File: config.mk
export PLATFORM = sky130hd
export DESIGN_NAME = uart_byte_regs
export DESIGN_NICKNAME = d
export VERILOG_FILES = /design/src/rtl/sreg_pkg.sv /design/src/rtl/sreg_baud_tick.sv /design/src/rtl/sreg_tx.sv /design/src/rtl/sreg_rx.sv /design/src/rtl/sreg_rx_fifo.sv /design/src/rtl/uart_byte_regs.sv
export SDC_FILE = /design/constraint.sdc
export NUM_CORES = 1
export LEC_CHECK = 0
export BUFFER_PORTS_ARGS = -buffer_cell sky130_fd_sc_hd__buf_2
export CORE_AREA = 2 2 154 156
export DETAILED_ROUTE_END_ITERATION = 10
export DIE_AREA = 0 0 156 158
export GPL_TIMING_DRIVEN = 0
export PLACE_DENSITY_LB_ADDON = 0.25
export SYNTH_ARGS = -nofsm -noshare
export SYNTH_HDL_FRONTEND = slang
export SYNTH_SLANG_ARGS = --single-unit
File: constraint.sdc
create_clock -name clk -period 3.4 [get_ports clk]
set_input_delay 1.02 -clock clk [delete_from_list [all_inputs] [get_ports clk]]
set_output_delay 1.02 -clock clk [all_outputs]
set_load 0.02 [all_outputs]
File: src/rtl/sreg_pkg.sv
package sreg_pkg;
  localparam int DIV_W = 16;

  // word index = byte offset / 4; the order is the software-visible map
  localparam logic [2:0] IDX_DATA = 3'd4;
  localparam logic [2:0] IDX_STS  = 3'd5;
  localparam logic [2:0] IDX_DIVL = 3'd6;
  localparam logic [2:0] IDX_DIVH = 3'd7;

  localparam int SB_FERR = 0;
  localparam int SB_OERR = 1;
  localparam int SB_RXIE = 2;
  localparam int SB_TXIE = 6;

  typedef enum logic [2:0] {
    RX_IDLE, RX_START, RX_DATA, RX_STOP, RX_WAIT_HIGH
  } rx_state_e;

  function automatic logic [7:0] pack_status(
    input logic tx_empty, input logic tx_ie, input logic rx_empty,
    input logic rx_one,   input logic rx_full, input logic rx_ie,
    input logic oerr,     input logic ferr);
    return {tx_empty, tx_ie, rx_empty, rx_one, rx_full, rx_ie, oerr, ferr};
  endfunction

  function automatic logic irq_level(
    input logic rx_ie, input logic rx_ready, input logic err_any,
    input logic tx_ie, input logic tx_empty);
    return (rx_ie & (rx_ready | err_any)) | (tx_ie & tx_empty);
  endfunction
endpackage

File: src/rtl/sreg_baud_tick.sv
module sreg_baud_tick #(
  parameter int DIV_W = 16
) (
  input  logic             clk,
  input  logic             rst_n,
  input  logic             restart,
  input  logic [DIV_W-1:0] divisor,
  output logic             tick
);
  logic [DIV_W-1:0] cnt;
  logic at_end;

  assign at_end = (cnt >= divisor);
  assign tick   = at_end && !restart;

  always_ff @(posedge clk or negedge rst_n) begin
    if (!rst_n)                cnt <= '0;
    else if (restart || at_end) cnt <= '0;
    else                       cnt <= cnt + 1'b1;
  end
endmodule

File: src/rtl/sreg_tx.sv
module sreg_tx #(
  parameter int DIV_W = 16
) (
  input  logic             clk,
  input  logic             rst_n,
  input  logic [DIV_W-1:0] divisor,
  input  logic             load,
  input  logic [7:0]       load_byte,
  output logic             busy,
  output logic             line
);
  logic       tick;
  logic [9:0] shreg;
  logic [3:0] left;
  logic [1:0] phase;

  sreg_baud_tick #(.DIV_W(DIV_W)) u_tick (
    .clk(clk), .rst_n(rst_n), .restart(load), .divisor(divisor), .tick(tick));

  always_ff @(posedge clk or negedge rst_n) begin
    if (!rst_n) begin
      busy  <= 1'b0;
      shreg <= '1;
      left  <= '0;
      phase <= '0;
    end else if (load) begin
      busy  <= 1'b1;
      shreg <= {1'b1, load_byte, 1'b0};
      left  <= 4'd10;
      phase <= '0;
    end else if (busy && tick) begin
      phase <= phase + 1'b1;
      if (phase == 2'd3) begin
        if (left == 4'd1) busy <= 1'b0;
        shreg <= {1'b1, shreg[9:1]};
        left  <= left - 1'b1;
      end
    end
  end

  assign line = busy ? shreg[0] : 1'b1;
endmodule

File: src/rtl/sreg_rx.sv
module sreg_rx
  import sreg_pkg::*;
#(
  parameter int DIV_W = 16
) (
  input  logic             clk,
  input  logic             rst_n,
  input  logic [DIV_W-1:0] divisor,
  input  logic             line_in,
  output logic             byte_valid,
  output logic [7:0]       byte_out,
  output logic             frame_bad
);
  logic      tick, sync1, rxs;
  logic [1:0] phase;
  logic [2:0] bitn;
  rx_state_e state;

  sreg_baud_tick #(.DIV_W(DIV_W)) u_tick (
    .clk(clk), .rst_n(rst_n), .restart(1'b0), .divisor(divisor), .tick(tick));

  always_ff @(posedge clk or negedge rst_n) begin
    if (!rst_n) begin
      sync1 <= 1'b1;
      rxs   <= 1'b1;
    end else begin
      sync1 <= line_in;
      rxs   <= sync1;
    end
  end

  always_ff @(posedge clk or negedge rst_n) begin
    if (!rst_n) begin
      state      <= RX_IDLE;
      phase      <= '0;
      bitn       <= '0;
      byte_out   <= '0;
      byte_valid <= 1'b0;
      frame_bad  <= 1'b0;
    end else begin
      byte_valid <= 1'b0;
      frame_bad  <= 1'b0;
      if (tick) begin
        case (state)
          RX_IDLE: if (!rxs) begin
            state <= RX_START;
            phase <= '0;
          end
          RX_START: begin
            if (phase == 2'd1) begin
              if (!rxs) begin
                state <= RX_DATA;
                phase <= '0;
                bitn  <= '0;
              end else begin
                state <= RX_IDLE;
              end
            end else begin
              phase <= phase + 1'b1;
            end
          end
          RX_DATA: begin
            phase <= phase + 1'b1;
            if (phase == 2'd3) begin
              byte_out <= {rxs, byte_out[7:1]};
              bitn     <= bitn + 1'b1;
              if (bitn == 3'd7) state <= RX_STOP;
            end
          end
          RX_STOP: begin
            phase <= phase + 1'b1;
            if (phase == 2'd3) begin
              if (rxs) begin
                byte_valid <= 1'b1;
                state      <= RX_IDLE;
              end else begin
                frame_bad  <= 1'b1;
                state      <= RX_WAIT_HIGH;
              end
            end
          end
          RX_WAIT_HIGH: if (rxs) state <= RX_IDLE;
          default: state <= RX_IDLE;
        endcase
      end
    end
  end
endmodule

File: src/rtl/sreg_rx_fifo.sv
module sreg_rx_fifo #(
  parameter int DEPTH = 4,
  parameter int W     = 8,
  localparam int PTR_W = (DEPTH > 2) ? $clog2(DEPTH) : 1,
  localparam int CNT_W = $clog2(DEPTH + 1)
) (
  input  logic             clk,
  input  logic             rst_n,
  input  logic             push,
  input  logic [W-1:0]     din,
  input  logic             pop,
  output logic [W-1:0]     dout,
  output logic [CNT_W-1:0] count,
  output logic             full,
  output logic             empty,
  output logic             one_left
);
  localparam logic [CNT_W-1:0] CNT_FULL = CNT_W'(DEPTH);
  localparam logic [PTR_W-1:0] PTR_LAST = PTR_W'(DEPTH - 1);

  logic [W-1:0]     mem [DEPTH];
  logic [PTR_W-1:0] wr_ptr, rd_ptr;
  logic             do_push, do_pop;

  assign full     = (count == CNT_FULL);
  assign empty    = (count == '0);
  assign one_left = (count == CNT_FULL - 1'b1);
  assign do_push  = push && !full;
  assign do_pop   = pop && !empty;
  assign dout     = empty ? '0 : mem[rd_ptr];

  always_ff @(posedge clk) begin
    if (do_push) mem[wr_ptr] <= din;
  end

  always_ff @(posedge clk or negedge rst_n) begin
    if (!rst_n) begin
      wr_ptr <= '0;
      rd_ptr <= '0;
      count  <= '0;
    end else begin
      if (do_push) wr_ptr <= (wr_ptr == PTR_LAST) ? '0 : wr_ptr + 1'b1;
      if (do_pop)  rd_ptr <= (rd_ptr == PTR_LAST) ? '0 : rd_ptr + 1'b1;
      case ({do_push, do_pop})
        2'b10:   count <= count + 1'b1;
        2'b01:   count <= count - 1'b1;
        default: count <= count;
      endcase
    end
  end
endmodule

File: src/rtl/uart_byte_regs.sv
module uart_byte_regs
  import sreg_pkg::*;
#(
  parameter logic [31:0] ID_WORD    = 32'h013C_A755,
  parameter int          FIFO_DEPTH = 4,
  parameter logic [15:0] DIV_RESET  = 16'd3,
  localparam int         CNT_W      = $clog2(FIFO_DEPTH + 1)
) (
  input  logic       clk,
  input  logic       rst_n,
  input  logic       bus_sel,
  input  logic       bus_wr,
  input  logic [4:0] bus_addr,
  input  logic [7:0] bus_wdata,
  output logic [7:0] bus_rdata,
  output logic       irq,
  output logic       ser_tx,
  input  logic       ser_rx
);
  logic [7:0] div_lo, div_hi;
  logic [DIV_W-1:0] divisor;
  logic rx_ie, tx_ie, oerr, ferr;

  logic [2:0] idx;
  logic hit, wr_hit, rd_hit, sts_wr;

  logic tx_busy, tx_load;
  logic got_byte, frame_bad;
  logic [7:0] rx_byte, fifo_dout;
  logic [CNT_W-1:0] rx_count;
  logic rx_full, rx_empty, rx_one;
  logic rx_push, fifo_pop, overrun_evt;

  assign divisor = {div_hi, div_lo};
  assign idx     = bus_addr[4:2];
  assign hit     = bus_sel && (bus_addr[1:0] == 2'b00);
  assign wr_hit  = hit && bus_wr;
  assign rd_hit  = hit && !bus_wr;
  assign sts_wr  = wr_hit && (idx == IDX_STS);

  assign tx_load     = wr_hit && (idx == IDX_DATA) && !tx_busy;
  assign rx_push     = got_byte && !rx_full;
  assign overrun_evt = got_byte && rx_full;
  assign fifo_pop    = rd_hit && (idx == IDX_DATA) && !rx_empty;

  sreg_tx #(.DIV_W(DIV_W)) u_tx (
    .clk(clk), .rst_n(rst_n), .divisor(divisor), .load(tx_load),
    .load_byte(bus_wdata), .busy(tx_busy), .line(ser_tx));

  sreg_rx #(.DIV_W(DIV_W)) u_rx (
    .clk(clk), .rst_n(rst_n), .divisor(divisor), .line_in(ser_rx),
    .byte_valid(got_byte), .byte_out(rx_byte), .frame_bad(frame_bad));

  sreg_rx_fifo #(.DEPTH(FIFO_DEPTH), .W(8)) u_fifo (
    .clk(clk), .rst_n(rst_n), .push(rx_push), .din(rx_byte), .pop(fifo_pop),
    .dout(fifo_dout), .count(rx_count), .full(rx_full), .empty(rx_empty),
    .one_left(rx_one));

  always_ff @(posedge clk or negedge rst_n) begin
    if (!rst_n) begin
      div_lo <= DIV_RESET[7:0];
      div_hi <= DIV_RESET[15:8];
      rx_ie  <= 1'b0;
      tx_ie  <= 1'b0;
      oerr   <= 1'b0;
      ferr   <= 1'b0;
    end else begin
      if (wr_hit && idx == IDX_DIVL) div_lo <= bus_wdata;
      if (wr_hit && idx == IDX_DIVH) div_hi <= bus_wdata;
      if (sts_wr) begin
        rx_ie <= bus_wdata[SB_RXIE];
        tx_ie <= bus_wdata[SB_TXIE];
      end
      oerr <= overrun_evt | (oerr & ~(sts_wr & ~bus_wdata[SB_OERR]));
      ferr <= frame_bad   | (ferr & ~(sts_wr & ~bus_wdata[SB_FERR]));
    end
  end

  always_comb begin
    bus_rdata = 8'h00;
    if (rd_hit) begin
      case (idx)
        IDX_DATA: bus_rdata = fifo_dout;
        IDX_STS:  bus_rdata = pack_status(!tx_busy, tx_ie, rx_empty, rx_one,
                                          rx_full, rx_ie, oerr, ferr);
        IDX_DIVL: bus_rdata = div_lo;
        IDX_DIVH: bus_rdata = div_hi;
        default:  bus_rdata = ID_WORD[{idx[1:0], 3'b000} +: 8];
      endcase
    end
  end

  assign irq = irq_level(rx_ie, !rx_empty, oerr | ferr, tx_ie, !tx_busy);
endmodule

; Yosys cells after proc, flatten, opt, wreduce, memory -nomap -nowiden
; Memory sizes are Yosys's and may differ from the RTL's.
; Cells that the tools add are included.
[totals]
regBits = 96
ram_bits = 32
input_bits = 18
out_inout_bits = 10
word_cells = 163
memories = 1
[op_classes]
addsub = 10
n_lt_le_gt_ge = 2
n_eq_ne = 26
shifts = 1
muxes = 47
bitwise_logic = 15
reduce_logical = 38
[mem_list]
columns = memory, words, word_bits, rd, rd_clocked_by_memory_dff, write_ports, line
row1 = u_fifo.mem, 4, 8, 1, 0, 1, sreg_rx_fifo.sv:21  ; logic [W-1:0] mem [DEPTH];
[op_table]
columns = operator, count
row1 = 16-bit by 1-bit adder with 16-bit output (second input constant), 2
row2 = 16-bit greater-or-equal comparator, 2
row3 = 16-bit 2-to-1 mux, 2
row4 = 8-bit case mux with 4 select lines, 1
row5 = 32-bit by 6-bit indexed part select with 8-bit output (first input constant), 1
row6 = 10-bit 2-to-1 mux, 3
row7 = 3-bit 2-to-1 mux, 10
row8 = 3-bit == test (second input constant), 7
row9 = 1-bit logical AND, 16
row10 = 8-bit 2-to-1 mux, 2
row11 = 1-bit 2-to-1 mux, 15
row12 = 3-bit case mux with 5 select lines, 1
row13 = 2-bit 2-to-1 mux, 7
row14 = 4-bit 2-to-1 mux, 3
row15 = 3-bit case mux with 2 select lines, 2
row16 = 2-bit == test (second input constant), 5
row17 = 2-bit by 1-bit != test with 1-bit output (second input constant), 5
row18 = 2-bit nonzero test, 5
row19 = 3-bit by 2-bit == test with 1-bit output (second input constant), 3
row20 = 2-bit by 1-bit adder with 2-bit output (second input constant), 4
row21 = 7-bit AND reduction, 1
row22 = 3-bit by 1-bit adder with 3-bit output (second input constant), 2
row23 = 1-bit AND, 6
row24 = 3-bit logical NOT, 2
row25 = 17 further kinds, 32

; Longest topological paths before layout
[logic_depth]
ltp_word = 10
mapped_depth = 11
ltp_nobuf = 11

; Cells and area by module
; From an unflattened synthesis, not the netlist that was laid out.
[hier_totals]
hier_cells = 603
hier_area_um2 = 6998.0
[by_module_without_submodules]
columns = mod, n_inst, cells_each, area_each_um2, seq_area_each_um2
row1 = sreg_rx_fifo, 1, 90, 1704.1, 1136.1
row2 = sreg_baud_tick (u_tx.u_tick), 1, 129, 1221.2, 400.4
row3 = uart_byte_regs, 1, 104, 1207.4, 503.0
row4 = sreg_baud_tick (u_rx.u_tick), 1, 125, 1184.9, 400.4
row5 = sreg_rx, 1, 73, 908.4, 503.0
row6 = sreg_tx, 1, 82, 772.0, 411.6

; Worst setup path before layout
; No wires, ideal clock.
[synth_timing]
path_kind = input to output
start = in bus_addr[2]
end = out bus_rdata[5]
arrival_ns = 2.298
required_time_ns = 2.380
setup_slack_ns = 0.082
path_stages = 5
n_path_buf = 0
path_cell_list = inv_1 ha_1 o41a_1 nand2b_1 a31oi_1
[synth_between]
elab_chain_cells = 3
word_cells_on_any_way = 7
cone_classes = eq/ne: 4 / shift: 1 / mux: 2
[synth_rtl]
columns = element, line
row1 = "start, declared", uart_byte_regs.sv:13  ; input logic [4:0] bus_addr,
row2 = 32-bit by 6-bit indexed part select with 8-bit output or 3-bit == test (tied branches), "uart_byte_regs.sv:88, uart_byte_regs.sv:82"
row3 = 8-bit case mux with 4 select lines (*), uart_byte_regs.sv:82  ; case (idx)
row4 = 8-bit 2-to-1 mux (*), uart_byte_regs.sv:81  ; if (rd_hit) begin
row5 = "end, declared", uart_byte_regs.sv:15  ; output logic [7:0] bus_rdata,
; Mark *: on every way between the ends. The rest lies on a longest branch, timed or not.

; Worst setup path in the final report
[layout_timing]
start = in bus_addr[3]
end = out bus_rdata[5]
; Same word-level chain as after synthesis.

==> metrics <==
status=complete, but fails checks; failing checks=setup timing; Worst-Margin Slew=0.6873 ns; CTS hold repair buffers=0; DP HPWL=11,040 um; share of cells above drive strength 1=a little over a fifth; Clk network pwr share=41.5%; TritonCTS clock tree=built; Final Hold Vio Count=0; FP Rows=56; Synth cell types=54; number of global-route vias before repair=4,931; Clk Latency, worst-skew pair=0.42 ns; total number of vias=4,655; Post-Synth Simple-Gate Area=13.71%; PortBufs=26; CP startpoint=bus_addr[3]; placed cell count=910; RR Startpoint=div_hi[4]$_DFFE_PN0P_; clk sinks=127; Non-Filler Instances=951; CTS Root Cell=clkbuf_16; global-route usage over all layers=a little over an eighth; nets=720; Async SR Flop Fraction=74.80%; ANT cells=0; P_int=~3.3 mW; core area=23,050 um^2; Warnings, synthesis=0; first-pass GRT wire length=25,350 um; Pwr Total=4.583 mW; RSZ-0062 raised after global routing=yes; min cycle time layout=3.459 ns; Slew Viols, Final=0; min-delay src=u_rx.sync1$_DFF_PN1_; Critical Path RT=approximately 2.4 ns; Critical Path Start Type=input port; cells on worst reg2reg path=9; initial antenna violation count=0; top_reg_cell synth=dfrtp_1; Synth Cell Area=6608 um^2; Mapped Nets=665; Die W=156 um; Hold Crit Depth=0; crit-path cells=buf_12, ha_4, and2_4, a222oi_1, a31oi_4, buf_6; Mapped Cells=roughly 590; Seq/Total Area, Yosys=50.77%; multi-input logic area=3147 um^2; routability cong.=0.8108; largest family of logic cells by synthesized area=simple AND/OR/NAND/NOR gates; Reg area=3354 um^2; slowest stage delay, CP=0.57 ns; pre-CTS setup slack=-0.4643 ns; Reg clk slew, reported paths=0.06 ns; Crit. End Element=output port; Hold WC Path Type=flop to flop; Layout area overhead=21.51%; Max Cap Viol=0; worst clock skew=about 0.013 ns; Final Util=34.83%; fmax=289.1 MHz; CP arrival=2.44 ns; cts bufs inserted=17; drt drc=0; Max VDD drop=around 0.42 mV; Slew headroom=53.82%; WS Path Type=input port to output port; switch share=28.78%; Sw Pwr=1.319 mW; crit share post-route=101.7%; syn_area_per_cell=11.14 um^2; Initial Utilization=28.66%; Die Outline Area=24,650 um^2; DIE HEIGHT=between 150 and 200 um; power per standard cell area=570.8 nW/um^2; routed vias/inst=just under 5; largest net degree at the start of global routing=68; Flop pwr share=41.2%; fillers=2,298; number of I/O pins=28; Compound-Gate Fraction of Synth Area=8.786%; Comb power frac=between 10% and 20%; Crit-path slowest cell=a222oi_1; final setup violation count=3; Final ANT Viol Nets=0; Iter 0 DRT Violations=260; GRT overflow=0; Synth Area in XOR/XNOR=4.374%; mux cell area share after synthesis=8.483%; final setup margin=-0.05883 ns; routed len/inst=~16 um; Synth Register Bits=127; drt first pass iters=4; CTS max path bufs=2; number of synthesized flops with an enable pin=32; adder-cell share of the synthesized area=10.34%; static leakage=between 3 and 4 nW; Crit Path Max Fanout=5; H-tree depth=4; DRT Wirelength=15,260 um
==> cells in the mapped netlist (all sizes together) (2+ instances only) <==
master | instances | area [um^2]
edfxtp | 32 | 960.9
dfstp | 13 | 341.6
o211ai | 4 | 30.03
nor2b | 3 | 18.77
mux2i | 11 | 110.1
mux2 | 24 | 270.3
clkbuf | 15 | 66.31
buf | 4 | 31.27
a22oi | 3 | 22.52
a22o | 3 | 26.28
and2 | 8 | 50.05
nand3b | 2 | 15.01
or3 | 4 | 26.28
xnor2 | 13 | 113.9
inv | 34 | 127.6
nor4 | 2 | 33.78
nand3 | 16 | 80.08
and3 | 17 | 107.6
o31ai | 2 | 15.01
nand2 | 53 | 198.9
mux4 | 8 | 180.2
o2bb2ai | 2 | 17.52
a21o | 5 | 37.54
xor2 | 20 | 175.2
dfrtp | 82 | 2052
o21ai | 24 | 120.1
a31oi | 5 | 31.28
a21oi | 35 | 175.2
nand2b | 7 | 43.79
o21bai | 3 | 22.52
nand4 | 7 | 43.79
nor3 | 4 | 20.02
nor2 | 59 | 221.5
ha | 53 | 663.1
a222oi | 4 | 40.04
==> cell type report <==
type,count,area share (%)
Timing Repair Buffer,39,3.818
Multi-Input combinational cell,412,39.19
Buffer,17,1.216
Tap cell,290,4.519
Clock buffer,18,5.470
Sequential cell,127,41.78
Inverter,34,1.777
Clock inverter,14,2.228
==> critical path, delay by kind of cell <==
family | cells | cell delay (ns)
AO/OA/AOI/OAI | 2 | 0.77
AND/OR/NAND/NOR | 1 | 0.18
buffers and inverters | 2 | 0.30
adder cells (fa/ha/maj) | 1 | 0.16
==> registers in the layout, summed over array words and instances, names as in the netlist, 4 cells and up <==
signal           cells
div_hi               8
div_lo               8
u_fifo.mem          32
u_rx.byte_out        8
u_rx.u_tick.cnt     16
u_tx.left            4
u_tx.shreg           9
u_tx.u_tick.cnt     16
==> placed cells by master (no fill, tap or decap), drive strengths merged, types with 2 or more instances in the layout <==
cell	n
a21o	5
a31oi	5
o31ai	2
bufinv	3
ha	53
and2	8
xnor2	13
a222oi	4
dfstp	13
nor4	2
nand2	53
mux4	8
nand2b	7
a22oi	3
buf	43
nand3	16
a21oi	35
clkbuf	30
o21bai	3
xor2	20
clkinv	6
and3	17
mux2	24
nor3	4
nand4	7
o21ai	24
nand3b	2
o2bb2ai	2
dfrtp	82
o211ai	4
nor2	59
or3	4
a22o	3
mux2i	11
nor2b	3
edfxtp	32
inv	39
==> logic make-up after synthesis <==
logic type      after synthesis
compound gates               95
xor+xnor                     33
fa+ha+maj                    54
buf+inv                      54
flops                       127
mux                          43
simple gates                187
==> per-layer routing <==
metal	GRT usage, %	vias to the layer above	routed length [um]
li1	-	2211	-
met1	16.29	2337	6700
met2	23.28	93	7793
met3	3.559	14	574
met4	3.932	0	194
met5	0	-	0
==> stage by stage <==
stage	area, um^2	TNS (ns)	hold WS [ns]
finish	8029	-0.1128	0.3559
global route	8029	-0.3313	0.3646
CTS	7958	-0.03082	0.3581
detailed placement	7131	-2.983	0.3489
global placement	7101	-3.075	0.3459
floorplan	6608	0	0.3452
==> repair_timing <==
item	in CTS	in global routing
pin swaps	7	13
setup buffers	8	5
setup endpoints to repair	8	6
resized for setup	45	12
==> power by group through the flow <==
stage	Sequential, mW	Clock, mW	Combinational, mW
CTS	1.89	1.94	0.799
finish	1.89	1.90	0.793
floorplan	1.86	0	0.565
global route	1.92	2.02	0.918
detailed placement	1.92	0	0.761
global placement	1.91	0	0.721
==> worst paths after layout <==
kind                       slack, ns                             to
setup / recovery               -0.06                   bus_rdata[5]
hold / removal                  0.36             u_rx.rxs$_DFF_PN1_
setup reg to reg                0.69  u_tx.u_tick.cnt[12]$_DFF_PN0_
hold reg to reg                 0.36             u_rx.rxs$_DFF_PN1_
max in group asynchronous       2.14      u_tx.shreg[8]$_DFFE_PN1P_
min in group asynchronous       0.54       u_rx.bitn[2]$_DFFE_PN0P_
(Power assumes the default switching activity.)
